File: config.mk
export PLATFORM = sky130hd
export DESIGN_NAME = cx_rom_window
export DESIGN_NICKNAME = d
export VERILOG_FILES = /design/src/rtl/cxw_pkg.sv /design/src/rtl/cxw_switches.sv /design/src/rtl/cxw_owner.sv /design/src/rtl/cxw_route.sv /design/src/rtl/cx_rom_window.sv
export SDC_FILE = /design/constraint.sdc
export NUM_CORES = 1
export LEC_CHECK = 0
export BUFFER_PORTS_ARGS = -buffer_cell sky130_fd_sc_hd__buf_2
export CAP_MARGIN = 20
export CORE_AREA = 2 2 48 50
export DETAILED_ROUTE_END_ITERATION = 6
export DIE_AREA = 0 0 50 52
export PLACE_DENSITY = 0.77
export SLEW_MARGIN = 30
export SYNTH_ARGS = -nofsm -noshare
export SYNTH_HDL_FRONTEND = slang
export SYNTH_HIERARCHICAL = 1
export SYNTH_SLANG_ARGS = --single-unit
export TNS_END_PERCENT = 5
File: constraint.sdc
create_clock -name clk -period 1.7 [get_ports clk]
set_input_delay 0.51 -clock clk [delete_from_list [all_inputs] [get_ports clk]]
set_output_delay 0.51 -clock clk [all_outputs]
set_load 0.01 [all_outputs]
File: src/rtl/cxw_pkg.sv
package cxw_pkg;

   // high nibble of the I/O + peripheral ROM region
   localparam logic [3:0]  IO_NIBBLE     = 4'hC;
   // page inside the region that carries the soft switches
   localparam logic [3:0]  SWITCH_PAGE   = 4'h0;
   // low-byte offsets of the switch and status locations
   localparam logic [7:0]  OFS_INT_CLR   = 8'h06;
   localparam logic [7:0]  OFS_INT_SET   = 8'h07;
   localparam logic [7:0]  OFS_S3_CLR    = 8'h0A;
   localparam logic [7:0]  OFS_S3_SET    = 8'h0B;
   localparam logic [7:0]  OFS_INT_STAT  = 8'h15;
   localparam logic [7:0]  OFS_S3_STAT   = 8'h17;
   // low 12 bits of the window release location
   localparam logic [11:0] RELEASE_LOW   = 12'hFFF;
   // the slot whose page the slot-3 switch guards
   localparam int unsigned GUARDED_SLOT  = 3;

   typedef enum logic [1:0] {
      SRC_NONE  = 2'd0,
      SRC_INT   = 2'd1,
      SRC_CARD  = 2'd2,
      SRC_FLOAT = 2'd3
   } rom_src_e;

endpackage

File: src/rtl/cxw_switches.sv
module cxw_switches
   import cxw_pkg::*;
#(
   parameter int unsigned ADDR_W   = 16,
   parameter int unsigned DATA_W   = 8,
   parameter int unsigned STAT_BIT = 7
) (
   input  logic              clk,
   input  logic              rst_n,
   input  logic              bus_valid,
   input  logic              bus_we,
   input  logic [ADDR_W-1:0] bus_addr,
   output logic              int_sw,
   output logic              slot3_sw,
   output logic              stat_hit,
   output logic [DATA_W-1:0] stat_data
);

   logic in_sw_page;
   logic [7:0] ofs;

   assign in_sw_page = (bus_addr[ADDR_W-1 -: 4] == IO_NIBBLE) &&
                       (bus_addr[ADDR_W-5 -: 4] == SWITCH_PAGE);
   assign ofs = bus_addr[7:0];

   always_ff @(posedge clk) begin
      if (!rst_n) begin
         int_sw   <= 1'b0;
         slot3_sw <= 1'b0;
      end else if (bus_valid && bus_we && in_sw_page) begin
         case (ofs)
            OFS_INT_CLR: int_sw   <= 1'b0;
            OFS_INT_SET: int_sw   <= 1'b1;
            OFS_S3_CLR:  slot3_sw <= 1'b0;
            OFS_S3_SET:  slot3_sw <= 1'b1;
            default: ;
         endcase
      end
   end

   always_comb begin
      stat_hit  = 1'b0;
      stat_data = '0;
      if (bus_valid && !bus_we && in_sw_page) begin
         if (ofs == OFS_INT_STAT) begin
            stat_hit            = 1'b1;
            stat_data[STAT_BIT] = int_sw;
         end else if (ofs == OFS_S3_STAT) begin
            stat_hit            = 1'b1;
            stat_data[STAT_BIT] = slot3_sw;
         end
      end
   end

endmodule

File: src/rtl/cxw_owner.sv
module cxw_owner
   import cxw_pkg::*;
#(
   parameter int unsigned ADDR_W    = 16,
   parameter int unsigned NUM_SLOTS = 8,
   localparam int unsigned SLOT_W   = $clog2(NUM_SLOTS)
) (
   input  logic              clk,
   input  logic              rst_n,
   input  logic              bus_valid,
   input  logic [ADDR_W-1:0] bus_addr,
   input  logic              slot3_sw,
   output logic              owned,
   output logic [SLOT_W-1:0] owner
);

   logic [3:0]        page;
   logic              in_io;
   logic              slot_page;
   logic              release_hit;
   logic              guarded;
   logic              claim;

   assign in_io       = (bus_addr[ADDR_W-1 -: 4] == IO_NIBBLE);
   assign page        = bus_addr[ADDR_W-5 -: 4];
   // pages 1..7 belong to individual slots
   assign slot_page   = in_io && !page[3] && (page != 4'h0);
   assign release_hit = in_io && (bus_addr[ADDR_W-5:0] == RELEASE_LOW);
   assign guarded     = slot3_sw && (page[SLOT_W-1:0] == SLOT_W'(GUARDED_SLOT));
   assign claim       = !owned && slot_page && !guarded;

   always_ff @(posedge clk) begin
      if (!rst_n) begin
         owned <= 1'b0;
         owner <= '0;
      end else if (bus_valid) begin
         if (release_hit) begin
            owned <= 1'b0;
         end else if (claim) begin
            owned <= 1'b1;
            owner <= page[SLOT_W-1:0];
         end
      end
   end

endmodule

File: src/rtl/cxw_route.sv
module cxw_route
   import cxw_pkg::*;
#(
   parameter int unsigned ADDR_W    = 16,
   parameter int unsigned NUM_SLOTS = 8,
   localparam int unsigned SLOT_W   = $clog2(NUM_SLOTS)
) (
   input  logic                 bus_valid,
   input  logic                 bus_we,
   input  logic [ADDR_W-1:0]    bus_addr,
   input  logic                 int_sw,
   input  logic                 slot3_sw,
   input  logic                 owned,
   input  logic [SLOT_W-1:0]    owner,
   output logic                 sel_internal,
   output logic [NUM_SLOTS-1:0] sel_card,
   output logic                 sel_float,
   output logic                 wr_discard
);

   logic [3:0]        page;
   logic              in_rom;
   logic              shared_pg;
   logic              override;
   rom_src_e          src;
   logic [SLOT_W-1:0] card_num;

   assign page      = bus_addr[ADDR_W-5 -: 4];
   assign in_rom    = (bus_addr[ADDR_W-1 -: 4] == IO_NIBBLE) && (page != 4'h0);
   assign shared_pg = page[3];
   assign override  = int_sw ||
                      (slot3_sw && (shared_pg || page == 4'(GUARDED_SLOT)));

   always_comb begin
      src      = SRC_NONE;
      card_num = '0;
      if (bus_valid && !bus_we && in_rom) begin
         if (override) begin
            src = SRC_INT;
         end else if (!shared_pg) begin
            src      = SRC_CARD;
            card_num = page[SLOT_W-1:0];
         end else if (owned) begin
            src      = SRC_CARD;
            card_num = owner;
         end else begin
            src = SRC_FLOAT;
         end
      end
   end

   assign sel_internal = (src == SRC_INT);
   assign sel_float    = (src == SRC_FLOAT);
   assign wr_discard   = bus_valid && bus_we && in_rom;

   for (genvar s = 0; s < NUM_SLOTS; s++) begin : g_card
      assign sel_card[s] = (src == SRC_CARD) && (card_num == SLOT_W'(s));
   end

endmodule

File: src/rtl/cx_rom_window.sv
module cx_rom_window
   import cxw_pkg::*;
#(
   parameter int unsigned ADDR_W    = 16,
   parameter int unsigned DATA_W    = 8,
   parameter int unsigned NUM_SLOTS = 8,
   parameter int unsigned STAT_BIT  = 7
) (
   input  logic                 clk,
   input  logic                 rst_n,
   input  logic                 bus_valid,
   input  logic                 bus_we,
   input  logic [ADDR_W-1:0]    bus_addr,
   output logic                 sel_internal,
   output logic [NUM_SLOTS-1:0] sel_card,
   output logic                 sel_float,
   output logic                 wr_discard,
   output logic                 stat_hit,
   output logic [DATA_W-1:0]    stat_data
);

   localparam int unsigned SLOT_W = $clog2(NUM_SLOTS);

   if (ADDR_W != 16) begin : g_bad_addr
      $error("cx_rom_window: ADDR_W must be 16");
   end
   if (NUM_SLOTS != 8) begin : g_bad_slots
      $error("cx_rom_window: NUM_SLOTS must be 8 (one per page C0-C7)");
   end
   if (STAT_BIT >= DATA_W) begin : g_bad_stat
      $error("cx_rom_window: STAT_BIT outside the data bus");
   end

   logic              int_sw;
   logic              slot3_sw;
   logic              win_owned;
   logic [SLOT_W-1:0] win_slot;

   cxw_switches #(
      .ADDR_W   (ADDR_W),
      .DATA_W   (DATA_W),
      .STAT_BIT (STAT_BIT)
   ) u_switches (
      .clk       (clk),
      .rst_n     (rst_n),
      .bus_valid (bus_valid),
      .bus_we    (bus_we),
      .bus_addr  (bus_addr),
      .int_sw    (int_sw),
      .slot3_sw  (slot3_sw),
      .stat_hit  (stat_hit),
      .stat_data (stat_data)
   );

   cxw_owner #(
      .ADDR_W    (ADDR_W),
      .NUM_SLOTS (NUM_SLOTS)
   ) u_owner (
      .clk       (clk),
      .rst_n     (rst_n),
      .bus_valid (bus_valid),
      .bus_addr  (bus_addr),
      .slot3_sw  (slot3_sw),
      .owned     (win_owned),
      .owner     (win_slot)
   );

   cxw_route #(
      .ADDR_W    (ADDR_W),
      .NUM_SLOTS (NUM_SLOTS)
   ) u_route (
      .bus_valid    (bus_valid),
      .bus_we       (bus_we),
      .bus_addr     (bus_addr),
      .int_sw       (int_sw),
      .slot3_sw     (slot3_sw),
      .owned        (win_owned),
      .owner        (win_slot),
      .sel_internal (sel_internal),
      .sel_card     (sel_card),
      .sel_float    (sel_float),
      .wr_discard   (wr_discard)
   );

endmodule

==> results.md <==
- Outcome: complete, but fails checks
- Failing checks: setup timing
- Worst min-delay path endpoint: u_switches/int_sw
- CTS Hold Buffers Added: 0
- EDFF count, synth: 0
- # clock sinks: 6
- Chip height: 52 um
- Post-synth ARST share: 0
- Cell Chain, Critical Path: buf_2 -> buf_4 -> and4bb_1 -> and4bb_1 -> o311a_1 -> buf_2
- Chip width: 50 um
- Crit. End Element: output port
- Count of cell types in the netlist: 41
- Crit path largest cell delay: 0.32 ns
- Cells on worst reg2reg path: 4
- # IOs: 40
- Row cnt: 17
- H-tree depth: 1
- Worst EP required: 1.19 ns
- Final wirelength: 2.746 mm
- Area leader, netlist: dfxtp_1
- Final Critical Period: 2.126 ns
- Core Footprint: 2106 um^2
- CTS tree: built
- DR pass1 iterations: 4
- Reg-to-reg slack, setup: 0.27 ns
- Final instance area: 1331 um^2
- Peak supply drop: 0.3744 mV
- Top-area cell type share of the netlist area: 0.1551
- Antenna viol nets, final: 0
- Initial antenna violation count: 0
- CTS buffer count: 3
- Clk pin slew, worst setup/hold paths: 0.04 ns
- Worst reg2reg path startpoint: u_owner/owned
- Setup violators final: 14
- Number of global-route vias before repair: 996
- Area post-placement: 1204 um^2
- Inst Count DP: 183
- WHS Path Cells: 2
- Worst hold path type: reg2reg
- Period utilisation layout: 1.251
- Syn Inst Count: 95
- Syn-to-layout area delta: 71.89%
- Startpoint types: input port
- Top post-synthesis cells by area: dfxtp_1 (16%), nor4_1 (8.1%), buf_4 (6.8%)
- Synthesized area: 774.5 um^2
- Fin. Hold Viols: 0
- Fill cell count: 178
- Crit-path max FO: 2
- Final WS setup: -0.4261 ns
- Post-DP HPWL: 2.096 mm
- Avg Cell Area, Syn: 8.153 um^2
- Max-Cap Viols: 0
- Via count: 1021
- Via density: 5.431
- Worst hold slack: 0.5272 ns
- Pwr Total: 0.0004557 W
- Global route overflow: 0
- Worst Hold Launch: u_switches/int_sw
- RSZ-0062 raised after global routing: yes
- Final Skew: 0.003554 ns
- Share of layout cells above drive strength 1: 0.5688
- # nets final: 182
- Seq. cell area: 120.1 um^2
- Clk buf depth: 2
- Max Transition Viols Final: 0
- Routed WL per cell: 14.61 um
- Pwr Density: 342.3 nW/um^2
- Ant. Diodes: 0
- Largest net degree at the start of global routing: 11
- Root buffer cell: clkbuf_4
- Multi-input gate area: 709.4 um^2
- All-Layer GR Usage: 0.2039
- Primary FF master, synth: dfxtp_1
- Arr. time, crit path: 1.62 ns
- Fin Setup TNS: -4.624 ns
- R2R Path End: u_owner/owner[2]
- Fin cells: 188
- Initial core utilization: 0.3678
- DRC: 0
- Insertion delay to the later sink of the worst-skew pair: 0.25 ns
- Leakage power: 0.5785 nW
- Critical path class: in2out
- IO buf count: 32
- Post-synthesis register bit count: 6
- Post-synthesis sequential area ratio: 0.1551
- Max Fclk: 0.4703 GHz
- 1st-iter DRT viols: 26
- First-pass GRT wire length: 4.105 mm
- Area of the die: 2600 um^2
- Critical Path Slowest Stage Cell: and4bb_1
- Gpl congestion: 0.8093
- Synthesis Warnings: 6
critical path: cells and delay by family:
family                 cells  cell delay [ns]
buffers and inverters      3             0.37
AO/OA/AOI/OAI              1             0.16
AND/OR/NAND/NOR            2             0.57
routing by layer:
layer / share of wire / track usage / wire, um / up-vias
met5: 0 / 0 / 0 / -
met4: 0.019 / 0.08333 / 53 / 0
met2: 0.56 / 0.3838 / 1526 / 34
li1: - / - / - / 498
met3: 0.041 / 0.04885 / 112 / 6
met1: 0.38 / 0.2153 / 1054 / 483
flip-flops by register name, summed over array words and instances, names as in the netlist:
name,flops
u_owner/owned,1
u_switches/slot3_sw,1
u_owner/owner,3
u_switches/int_sw,1
area by class of cell:
class / count / area share
timing repair buffer: 63 / 0.3280
multi-input combinational: 86 / 0.5329
clock buffer: 3 / 0.01692
tap: 28 / 0.02632
sequential: 6 / 0.09023
inverter: 2 / 0.005639
cell usage after synthesis, types with 2 or more instances:
cell and number:
a21oi_1 2, and4bb_1 2, buf_4 7, dfxtp_1 6, inv_1 2, mux2i_1 2, nand2_1 14, nand2b_1 3
nand3_1 3, nand4_1 5, nor2_1 4, nor2b_1 2, nor3b_2 3, nor4_1 10, o22ai_1 3, or4_4 2
layout by cell type (no fill, tap or decap), types with 2 or more instances in the layout:
master / count
nand4_1: 5
buf_4: 31
or4_4: 2
nand2_1: 14
dfxtp_1: 6
buf_6: 3
nor4_2: 8
clkbuf_4: 3
nand2b_1: 3
nor4_1: 2
nand4b_4: 2
inv_1: 2
o22ai_1: 3
buf_2: 27
mux2i_1: 2
nor3b_2: 2
nand3_1: 3
conb_1: 7
nor2b_1: 2
nor2_1: 3
and4bb_1: 2
stage by stage:
| stage | util | setup slack, ns |
|---|---|---|
| after floorplan | - | -0.2105 |
| after global placement | 0.5716 | -0.4290 |
| after detailed placement | 0.5716 | -0.4927 |
| after CTS | 0.6061 | -0.4230 |
| after global routing | 0.6322 | -0.4926 |
| final | 0.6322 | -0.4261 |
power breakdown:
part	internal, W	switching, W	total [W]
clock	0.0000800	0.0000532	0.000133
combinational	0.0000914	0.0000885	0.000180
sequential	0.000142	0.000000647	0.000143
total	0.000313	0.000142	0.000456
how the worst max path moves through the flow:
stage | start | endpoint | depth (start not counted)
4_1_cts | bus_addr[12] | sel_card[5] | 5
3_3_place_gp | bus_addr[11] | sel_card[1] | 5
6_report | bus_addr[12] | stat_data[7] | 6
3_5_place_dp | bus_addr[11] | sel_card[5] | 6
2_1_floorplan | bus_addr[5] | stat_data[7] | 4
5_1_grt | bus_addr[7] | stat_data[7] | 6
cell families after synthesis:
group | after synthesis | share of synthesized area
simple gates | 61 | 0.5767
compound gates | 15 | 0.1454
buf+inv | 10 | 0.09209
flops | 6 | 0.1551
mux | 2 | 0.02585
other cells | 1 | 0.004842
repair_timing:
item	in CTS	in global routing
setup endpoints to repair	17	17
pin swaps	13	4
gates resized for setup	12	7
buffers inserted	0	1
gates cloned	0	1
No activity file was read; power rests on OpenSTA's default activity.
